[src/rtl/exc_entry_pkg.sv]
package exc_entry_pkg;
  localparam int NCAUSE = 5;
  localparam int C_MMU  = 0;
  localparam int C_HWX  = 1;
  localparam int C_HBRK = 2;
  localparam int C_SBRK = 3;
  localparam int C_IRQ  = 4;

  localparam int ST_IE  = 1;
  localparam int ST_BIP = 3;
  localparam int ST_EIP = 9;
  localparam int ST_UM  = 11;
  localparam int ST_UMS = 12;
  localparam int ST_VM  = 13;
  localparam int ST_VMS = 14;
  localparam int ES_DS  = 12;

  localparam int OFS_IRQ  = 'h10;
  localparam int OFS_HBRK = 'h18;
  localparam int OFS_EXC  = 'h20;

  localparam int LNK_IRQ  = 14;
  localparam int LNK_HBRK = 16;
  localparam int LNK_EXC  = 17;
endpackage

[src/rtl/exc_irq_gate.sv]
module exc_irq_gate
  import exc_entry_pkg::*;
#(
  parameter int XLEN = 32
) (
  input  logic [XLEN-1:0] msr_i,
  input  logic            dslot_i,
  input  logic            imm_i,
  output logic            irq_ok_o
);
  logic busy;
  assign busy     = msr_i[ST_EIP] | msr_i[ST_BIP] | dslot_i | imm_i;
  assign irq_ok_o = msr_i[ST_IE] & ~busy;
endmodule

[src/rtl/exc_cause_arb.sv]
module exc_cause_arb #(
  parameter int N = 5
) (
  input  logic [N-1:0] elig_i,
  output logic [N-1:0] win_o
);
  // lowest index has highest priority
  assign win_o = elig_i & (~elig_i + N'(1));
endmodule

[src/rtl/exc_state_calc.sv]
module exc_state_calc
  import exc_entry_pkg::*;
#(
  parameter int XLEN   = 32,
  parameter int RIDX_W = 5
) (
  input  logic [NCAUSE-1:0] win_i,
  input  logic [XLEN-1:0]   pc_i,
  input  logic [XLEN-1:0]   msr_i,
  input  logic [XLEN-1:0]   esr_i,
  input  logic [XLEN-1:0]   btarget_i,
  input  logic              dslot_i,
  input  logic              imm_i,
  input  logic              bimm_i,
  input  logic [XLEN-1:0]   vec_base_i,
  output logic [XLEN-1:0]   nxt_pc_o,
  output logic [XLEN-1:0]   nxt_msr_o,
  output logic [XLEN-1:0]   nxt_esr_o,
  output logic              btr_load_o,
  output logic              link_we_o,
  output logic [RIDX_W-1:0] link_idx_o,
  output logic [XLEN-1:0]   link_val_o,
  output logic              nxt_dslot_o,
  output logic              nxt_imm_o
);
  localparam logic [XLEN-1:0] STEP = XLEN'(4);

  function automatic logic [XLEN-1:0] f_mode_save(input logic [XLEN-1:0] s);
    logic [XLEN-1:0] r;
    r = s;
    r[ST_VMS] = s[ST_VM];
    r[ST_UMS] = s[ST_UM];
    r[ST_VM]  = 1'b0;
    r[ST_UM]  = 1'b0;
    return r;
  endfunction

  function automatic logic [XLEN-1:0] f_mmu_link(input logic [XLEN-1:0] pc,
                                                  input logic ds, input logic im,
                                                  input logic bi);
    logic [XLEN-1:0] r;
    r = pc;
    if (ds) begin
      r = r - STEP;
      if (bi) r = r - STEP;
    end else if (im) begin
      r = r - STEP;
    end
    return r;
  endfunction

  logic [XLEN-1:0] saved;
  logic            is_exc;
  assign saved  = f_mode_save(msr_i);
  assign is_exc = win_i[C_MMU] | win_i[C_HWX];

  always_comb begin
    nxt_pc_o    = pc_i;
    nxt_msr_o   = msr_i;
    nxt_esr_o   = esr_i;
    btr_load_o  = 1'b0;
    link_we_o   = 1'b0;
    link_idx_o  = '0;
    link_val_o  = '0;
    nxt_dslot_o = dslot_i;
    nxt_imm_o   = imm_i;
    if (is_exc) begin
      nxt_pc_o          = vec_base_i + XLEN'(OFS_EXC);
      nxt_msr_o         = saved;
      nxt_msr_o[ST_EIP] = 1'b1;
      nxt_esr_o[ES_DS]  = dslot_i;
      btr_load_o        = dslot_i;
      link_we_o         = 1'b1;
      link_idx_o        = RIDX_W'(LNK_EXC);
      link_val_o        = win_i[C_MMU] ? f_mmu_link(pc_i, dslot_i, imm_i, bimm_i)
                                       : pc_i + STEP;
      nxt_dslot_o       = 1'b0;
      nxt_imm_o         = 1'b0;
    end else if (win_i[C_HBRK]) begin
      nxt_pc_o          = vec_base_i + XLEN'(OFS_HBRK);
      nxt_msr_o         = saved;
      nxt_msr_o[ST_BIP] = 1'b1;
      link_we_o         = 1'b1;
      link_idx_o        = RIDX_W'(LNK_HBRK);
      link_val_o        = pc_i;
    end else if (win_i[C_SBRK]) begin
      nxt_pc_o          = btarget_i;
      nxt_msr_o         = saved;
      nxt_msr_o[ST_BIP] = 1'b1;
    end else if (win_i[C_IRQ]) begin
      nxt_pc_o          = vec_base_i + XLEN'(OFS_IRQ);
      nxt_msr_o         = saved;
      nxt_msr_o[ST_IE]  = 1'b0;
      link_we_o         = 1'b1;
      link_idx_o        = RIDX_W'(LNK_IRQ);
      link_val_o        = pc_i;
    end
  end
endmodule

[src/rtl/exc_entry_seq.sv]
module exc_entry_seq
  import exc_entry_pkg::*;
#(
  parameter int XLEN   = 32,
  parameter int RIDX_W = 5
) (
  input  logic              clk,
  input  logic              rst_n,
  input  logic              take_i,
  input  logic [NCAUSE-1:0] req_i,
  input  logic              exc_en_i,
  input  logic [XLEN-1:0]   pc_i,
  input  logic [XLEN-1:0]   msr_i,
  input  logic [XLEN-1:0]   esr_i,
  input  logic [XLEN-1:0]   btarget_i,
  input  logic              dslot_i,
  input  logic              imm_i,
  input  logic              bimm_i,
  input  logic [XLEN-1:0]   vec_base_i,
  output logic              irq_ok_o,
  output logic [NCAUSE-1:0] ack_o,
  output logic [XLEN-1:0]   pc_o,
  output logic [XLEN-1:0]   msr_o,
  output logic [XLEN-1:0]   esr_o,
  output logic [XLEN-1:0]   btr_o,
  output logic              btr_we_o,
  output logic              link_we_o,
  output logic [RIDX_W-1:0] link_idx_o,
  output logic [XLEN-1:0]   link_val_o,
  output logic              dslot_o,
  output logic              imm_o,
  output logic              resv_clr_o
);
  logic [NCAUSE-1:0] elig, win;
  logic              commit;
  logic [XLEN-1:0]   c_pc, c_msr, c_esr, c_lval;
  logic              c_btr, c_lwe, c_ds, c_im;
  logic [RIDX_W-1:0] c_lidx;

  exc_irq_gate #(.XLEN(XLEN)) u_gate (
    .msr_i(msr_i), .dslot_i(dslot_i), .imm_i(imm_i), .irq_ok_o(irq_ok_o)
  );

  always_comb begin
    elig        = req_i;
    elig[C_IRQ] = req_i[C_IRQ] & irq_ok_o;
    elig[C_HWX] = req_i[C_HWX] & exc_en_i;
  end

  exc_cause_arb #(.N(NCAUSE)) u_arb (.elig_i(elig), .win_o(win));

  assign commit = take_i & (|win);

  exc_state_calc #(.XLEN(XLEN), .RIDX_W(RIDX_W)) u_calc (
    .win_i(win), .pc_i(pc_i), .msr_i(msr_i), .esr_i(esr_i),
    .btarget_i(btarget_i), .dslot_i(dslot_i), .imm_i(imm_i), .bimm_i(bimm_i),
    .vec_base_i(vec_base_i), .nxt_pc_o(c_pc), .nxt_msr_o(c_msr),
    .nxt_esr_o(c_esr), .btr_load_o(c_btr), .link_we_o(c_lwe),
    .link_idx_o(c_lidx), .link_val_o(c_lval), .nxt_dslot_o(c_ds),
    .nxt_imm_o(c_im)
  );

  always_ff @(posedge clk) begin
    if (!rst_n) begin
      ack_o      <= '0;
      pc_o       <= '0;
      msr_o      <= '0;
      esr_o      <= '0;
      btr_o      <= '0;
      btr_we_o   <= 1'b0;
      link_we_o  <= 1'b0;
      link_idx_o <= '0;
      link_val_o <= '0;
      dslot_o    <= 1'b0;
      imm_o      <= 1'b0;
      resv_clr_o <= 1'b0;
    end else begin
      ack_o      <= commit ? win : '0;
      btr_we_o   <= commit & c_btr;
      link_we_o  <= commit & c_lwe;
      resv_clr_o <= commit;
      if (commit) begin
        pc_o    <= c_pc;
        msr_o   <= c_msr;
        esr_o   <= c_esr;
        dslot_o <= c_ds;
        imm_o   <= c_im;
        if (c_btr) btr_o <= btarget_i;
        if (c_lwe) begin
          link_idx_o <= c_lidx;
          link_val_o <= c_lval;
        end
      end
    end
  end
endmodule

[config.mk]
export PLATFORM = sky130hd
export DESIGN_NAME = exc_entry_seq
export DESIGN_NICKNAME = d
export VERILOG_FILES = /design/src/rtl/exc_entry_pkg.sv /design/src/rtl/exc_irq_gate.sv /design/src/rtl/exc_cause_arb.sv /design/src/rtl/exc_state_calc.sv /design/src/rtl/exc_entry_seq.sv
export SDC_FILE = /design/constraint.sdc
export NUM_CORES = 1
export LEC_CHECK = 0
export ABC_AREA = 1
export BUFFER_PORTS_ARGS = -buffer_cell sky130_fd_sc_hd__buf_2
export CAP_MARGIN = 10
export CELL_PAD_IN_SITES_DETAIL_PLACEMENT = 0
export CELL_PAD_IN_SITES_GLOBAL_PLACEMENT = 1
export CORE_UTILIZATION = 37
export DETAILED_ROUTE_END_ITERATION = 16
export PLACE_DENSITY_LB_ADDON = 0.1
export SLEW_MARGIN = 10
export SYNTH_ARGS = -nofsm -noshare
export SYNTH_HDL_FRONTEND = slang
export SYNTH_SLANG_ARGS = --single-unit
[constraint.sdc]
create_clock -name clk -period 3.5 [get_ports clk]
set_clock_uncertainty 0.1 [all_clocks]
set_input_delay 0.525 -clock clk [delete_from_list [all_inputs] [get_ports clk]]
set_output_delay 0.525 -clock clk [all_outputs]
set_load 0.01 [all_outputs]
== After elaboration in Yosys (flattened, before gate mapping) ==
Index checks and enable logic that the tools add are counted.

* Add/sub/neg operators: 7
* Multiply operators: 0
* Div/mod/pow operators: 0
* Order comparisons: 0
* Eq/ne operators: 0
* Shift-type cells: 0
* Muxes and demuxes: 28
* Bitwise logic cells: 13
* Reductions and logical operators: 4

{| class="wikitable"
|+ Operators by type and width
! operator !! number
|-
| 2-to-1 mux 32 bit || 12
|-
| adder 32 x 5 -> 32 bit (second input constant) || 2
|-
| subtractor 32 x 3 -> 32 bit (second input constant) || 2
|-
| 2-to-1 mux 15 bit || 4
|-
| adder 32 x 3 -> 32 bit (second input constant) || 1
|-
| adder 32 x 6 -> 32 bit (second input constant) || 1
|-
| 2-to-1 mux 5 bit || 3
|-
| 2-to-1 mux 1 bit || 8
|-
| AND 1 bit || 6
|-
| AND reduction 2 bit || 3
|-
| adder 5 x 1 -> 5 bit (second input constant) || 1
|-
| AND 5 bit || 1
|-
| inverter 5 bit || 1
|-
| OR reduction 5 bit || 1
|-
| 2-to-1 mux 4 bit || 1
|-
| bitwise OR 1 bit || 4
|-
| inverter 1 bit || 1
|}

* Flip-flop bits (word level): 175
* Latch bits: 0
* RAM bits: 0
* ROM bits: 0
* Input bits: 172
* Logic and storage cells: 64
* Memories: 0

== Depth between registers and ports, before layout ==
* Depth after elaboration: 14
* Depth in mapped cells: 22
* Mapped depth without buffers: 21

== Cells and area by module ==
Synthesis repeated with hierarchy kept, for this count alone.

* Cell total of the unflattened synthesis: 2466
* Area, all modules: 14460.1 um2

{| class="wikitable"
|+ By module, submodules not included
! module !! times used !! cells an instance !! area an instance (um2) !! sequential area each (um2)
|-
| exc_state_calc || 1 || 1402 || 7216.9 || 0.0
|-
| exc_entry_seq || 1 || 1047 || 7174.4 || 3503.4
|-
| exc_cause_arb || 1 || 11 || 46.3 || 0.0
|-
| exc_irq_gate || 1 || 6 || 22.5 || 0.0
|}

== Worst setup path before layout ==
Ideal clock, no wire load.

* Path type: input-to-reg
* Start point: input pc_i[2]
* End point: register link_val_o[9]
* Arrival time: 2.413 ns
* Required time: 3.267 ns
* Slack: 0.854 ns
* Cell stages on the path: 15
* Path buffers: 1
* Path through: buf_4 inv_1 ha_1 xor2_1 nor2_1 inv_1 nor2_1 nand3_1 or2_2 nor2_1 nor3_1 o21ai_0 nand2_1 o211ai_1 a21oi_1

* Cells in the longest elaborated chain, start to end: 6

{| class="wikitable"
|+ Ends and longest elaborated chain
! element !! line !! text
|-
| start: declaration || exc_entry_seq.sv:12 || <nowiki>input logic [XLEN-1:0] pc_i,</nowiki>
|-
| subtractor 32 x 3 -> 32 bit || exc_state_calc.sv:44, exc_state_calc.sv:47 ||
|-
| subtractor 32 x 3 -> 32 bit || exc_state_calc.sv:45 || <nowiki>if (bi) r = r - STEP;</nowiki>
|-
| 2-to-1 mux 32 bit || exc_state_calc.sv:45 ||
|-
| 2-to-1 mux 32 bit || exc_state_calc.sv:43 || <nowiki>if (ds) begin</nowiki>
|-
| 2-to-1 mux 32 bit (*) || exc_state_calc.sv:75 || <nowiki>link_val_o = win_i[C_MMU] ? f_mmu_link(pc_i, dslot_i, imm_i, bimm_i)</nowiki>
|-
| 2-to-1 mux 32 bit (*) || exc_state_calc.sv:67 || <nowiki>if (is_exc) begin</nowiki>
|-
| end signal: assignment || exc_entry_seq.sv:91 || <nowiki>link_val_o <= c_lval;</nowiki>
|-
| end: declaration || exc_entry_seq.sv:29 || <nowiki>output logic [XLEN-1:0] link_val_o,</nowiki>
|}

Every way passes the cells marked *; elsewhere a longest branch is shown, timed or not.
A chain may end at the register's enable or synchronous reset.

== Final worst setup path ==
* Start point: input pc_i[3]
* End point: register link_val_o[20]

Same word-level chain as after synthesis.

==> out/metrics.csv <==
metric,value,unit
status,completed,
Clock Latency Late Sink,0.46,ns
total negative slack,0,ns
die span in y,183.4,um
max-cap violation count,0,
GRT Total Usage,0.3318,
Worst VDD drop,0.3784,mV
post-DR wirelength/cell,21.48,um
DR vias,14200,
critical path buffer and inverter count,4,
largest cells by area after synthesis,"dfxtp_1, o21ai_0, nand2_1",
Rel. slew slack,0.5258,
"most common cell after layout, fill and taps aside",buf_2,
cell mode on critical path,nand2_1,
Synth-to-Final Area Change,22.20,%
Crit Path Max Fanout,6,
Post-Syn Nets,2067,
"Net count, final",2373,
post-synthesis sequential area ratio,0.2844,
initial antenna violation count,8,
WP data arrival,3.10,ns
Seq pwr share,0.396,
sw frac,0.3485,
critical path class,in -> reg,
Post-CTS Setup Repair Bufs,0,
Detailed Route Iter0 Violations,1237,
required time worst endpoint,3.78,ns
asr flop ratio synth,0,
RSZ-0062 raised after global routing,no,
Ports,348,
Power Density,369.1,nW/um2
Synth area leader,dfxtp_1,
FMAX,355.3,MHz
Worst-Margin Slew,0.7048,ns
CTS buffer count,17,
Synth Instances,1885,
CTS max path bufs,2,
largest net degree at the start of global routing,67,
Synth Register Bits,173,
num rows,66,
Routability Congestion,0.9421,
most frequent cells in the layout,"buf_2, nand2_1, nor2_1",
DRT Wirelength,56900,um
via/cell ratio,5.359,
layout cells sized above 1,0.2509,
Hold Slack,0.2099,ns
"Period Utilization, post-route",0.8041,
Clk pwr share,0.364,
syn avg cell area,6.460,um2
Post-synth EDFFs,0,
min Tclk post-route,2.814,ns
Critical Path Start Type,input port,
Post-DP HPWL,44400,um
"Critical Path, Cell by Cell",buf_2 > inv_1 > ha_1 > nand2_2 > nor2_4 > nand2_2 > nand2_4 > inv_1 > nor2_1 > nand3_1 > inv_2 > nand2_1 > nor2_1 > nand3_1 > nand2_1 > nand3_1 > nand2_1 > nand2_1 > nand2_1 > nand2_1 > a21oi_1,
final hold violation count,0,
Die Width,183.4,um
Most used DFF post-synth,dfxtp_1,
DR pass1 iterations,6,
Netlist cell types,58,
slowest CP cell,ha_1,
Internal Dissipation,3.578,mW
CTS tree,built,
Top delay family on crit path,simple AND/OR/NAND/NOR gates,
Pleak,6.831,nW
"Reg clk slew, reported paths",0.08,ns
Hold Path Class,in -> reg,
largest stage delay on the critical path,0.37,ns
CTS sink cnt,173,
clk root buf,clkbuf_16,
final setup violating endpoints,0,
synth warn,0,
NetSw,1.914,mW
grt ovf,0,
post-CTS resize count,0,
mapped cell area,12180,um2
max-slew violations,0,
Remaining DRCs,0,
initial core utilization,0.3752,
"antenna viol nets, final",0,
first-pass GRT wire length,82340,um
number of buffers added on ports,345,
combinational fraction of design power,0.240,
Synth top area share,0.2844,
vias in the first global route,12900,
Die ar.,33640,um2
CTS HTree Levels,4,
Critical Path End Type,register,
CTS Hold Bufs,0,
Core Area,32450,um2
[tightest hold or removal path, stage by stage]
cell,delay [ns]
buf_2,0.07
o21ai_0,0.07
nor2_1,0.08
[registers in the layout, indices dropped and copies added, names as in the netlist]
| signal | count |
|---|---|
| resv_clr_o | 1 |
| ack_o | 5 |
| pc_o | 32 |
| link_we_o | 1 |
| imm_o | 1 |
| msr_o | 32 |
| btr_o | 32 |
| link_val_o | 32 |
| btr_we_o | 1 |
| esr_o | 32 |
| link_idx_o | 3 |
| dslot_o | 1 |
[layout make-up]
cell class	count	area, um2
timing repair buffer	391	2074
fill	3594	17570
sequential	173	3463
clock buffer	20	456.7
antenna	3	7.507
multi-input combinational	1417	7481
inverter	191	720.7
tap	442	553.0
clock inverter	12	123.9
[worst paths after layout]
| check | start | endpoint | slack [ns] | cells past startpoint |
|---|---|---|---|---|
| worst max-delay path | pc_i[3] | link_val_o[20]$_SDFFE_PN0P_ | 0.69 | 21 |
| worst min-delay path | msr_i[8] | msr_o[8]$_SDFFE_PN0P_ | 0.21 | 3 |
| worst max register to register | pc_o[13]$_SDFFE_PN0P_ | pc_o[13]$_SDFFE_PN0P_ | 2.64 | 2 |
| worst min register to register | msr_o[13]$_SDFFE_PN0P_ | msr_o[13]$_SDFFE_PN0P_ | 0.33 | 2 |
[layer usage]
layer,up-vias,wire length (um),global-route usage
met4,6,1759,0.1233
li1,6921,-,-
met1,6546,25280,0.4489
met2,633,24990,0.5144
met5,-,95,0.01481
met3,89,4773,0.06933
[per-stage QoR]
stage | setup slack, ns | power (mW) | util | std cells | instance area (um2)
final | 0.6856 | 5.493 | 0.4585 | 2649 | 14880
after floorplan | 0.8540 | 2.953 | - | 1885 | 12180
after global placement | 0.2902 | 3.521 | 0.4404 | 2614 | 14290
after global routing | 0.4270 | 5.724 | 0.4584 | 2648 | 14880
after detailed placement | 0.2622 | 3.526 | 0.4404 | 2614 | 14290
after CTS | 0.7340 | 5.509 | 0.4583 | 2646 | 14870
[logic make-up after synthesis]
logic type	Yosys count	synth area share
compound gates	517	0.2353
simple gates	830	0.3216
flops	173	0.2844
xor+xnor	60	0.04655
fa+ha+maj	10	0.01028
buf+inv	295	0.1018
[cells in the mapped netlist (3+ instances only)]
master	count
a211oi_1	6
nor4_1	6
nor3_1	30
o22ai_1	8
o21bai_1	6
nor2_2	25
nand2_1	282
o221ai_1	11
clkinv_1	5
inv_2	19
nand2_4	11
xor2_2	3
a41oi_1	6
a221oi_1	10
nand2_2	24
nor2_4	19
o31ai_1	3
nand4_1	23
a21oi_1	169
xnor2_1	3
nor2_8	5
buf_6	9
ha_1	10
nand3_2	6
nor2_1	279
inv_1	165
buf_2	37
a31oi_1	21
o211ai_1	16
clkbuf_1	52
xor2_1	53
nand3_1	105
buf_4	4
dfxtp_1	173
a22oi_1	4
nor3_2	3
nand4_2	3
o21ai_1	12
o21ai_0	234
[power by group through the flow]
stage          sequential (mW)  clock [mW]  combinational (mW)
2_1_floorplan             2.29           0               0.667
3_3_place_gp              2.22           0                1.30
3_5_place_dp              2.22           0                1.31
4_1_cts                   2.18        2.02                1.31
5_1_grt                   2.19        2.10                1.44
6_report                  2.18        2.00                1.32
No activity file was read; power rests on OpenSTA's default activity.
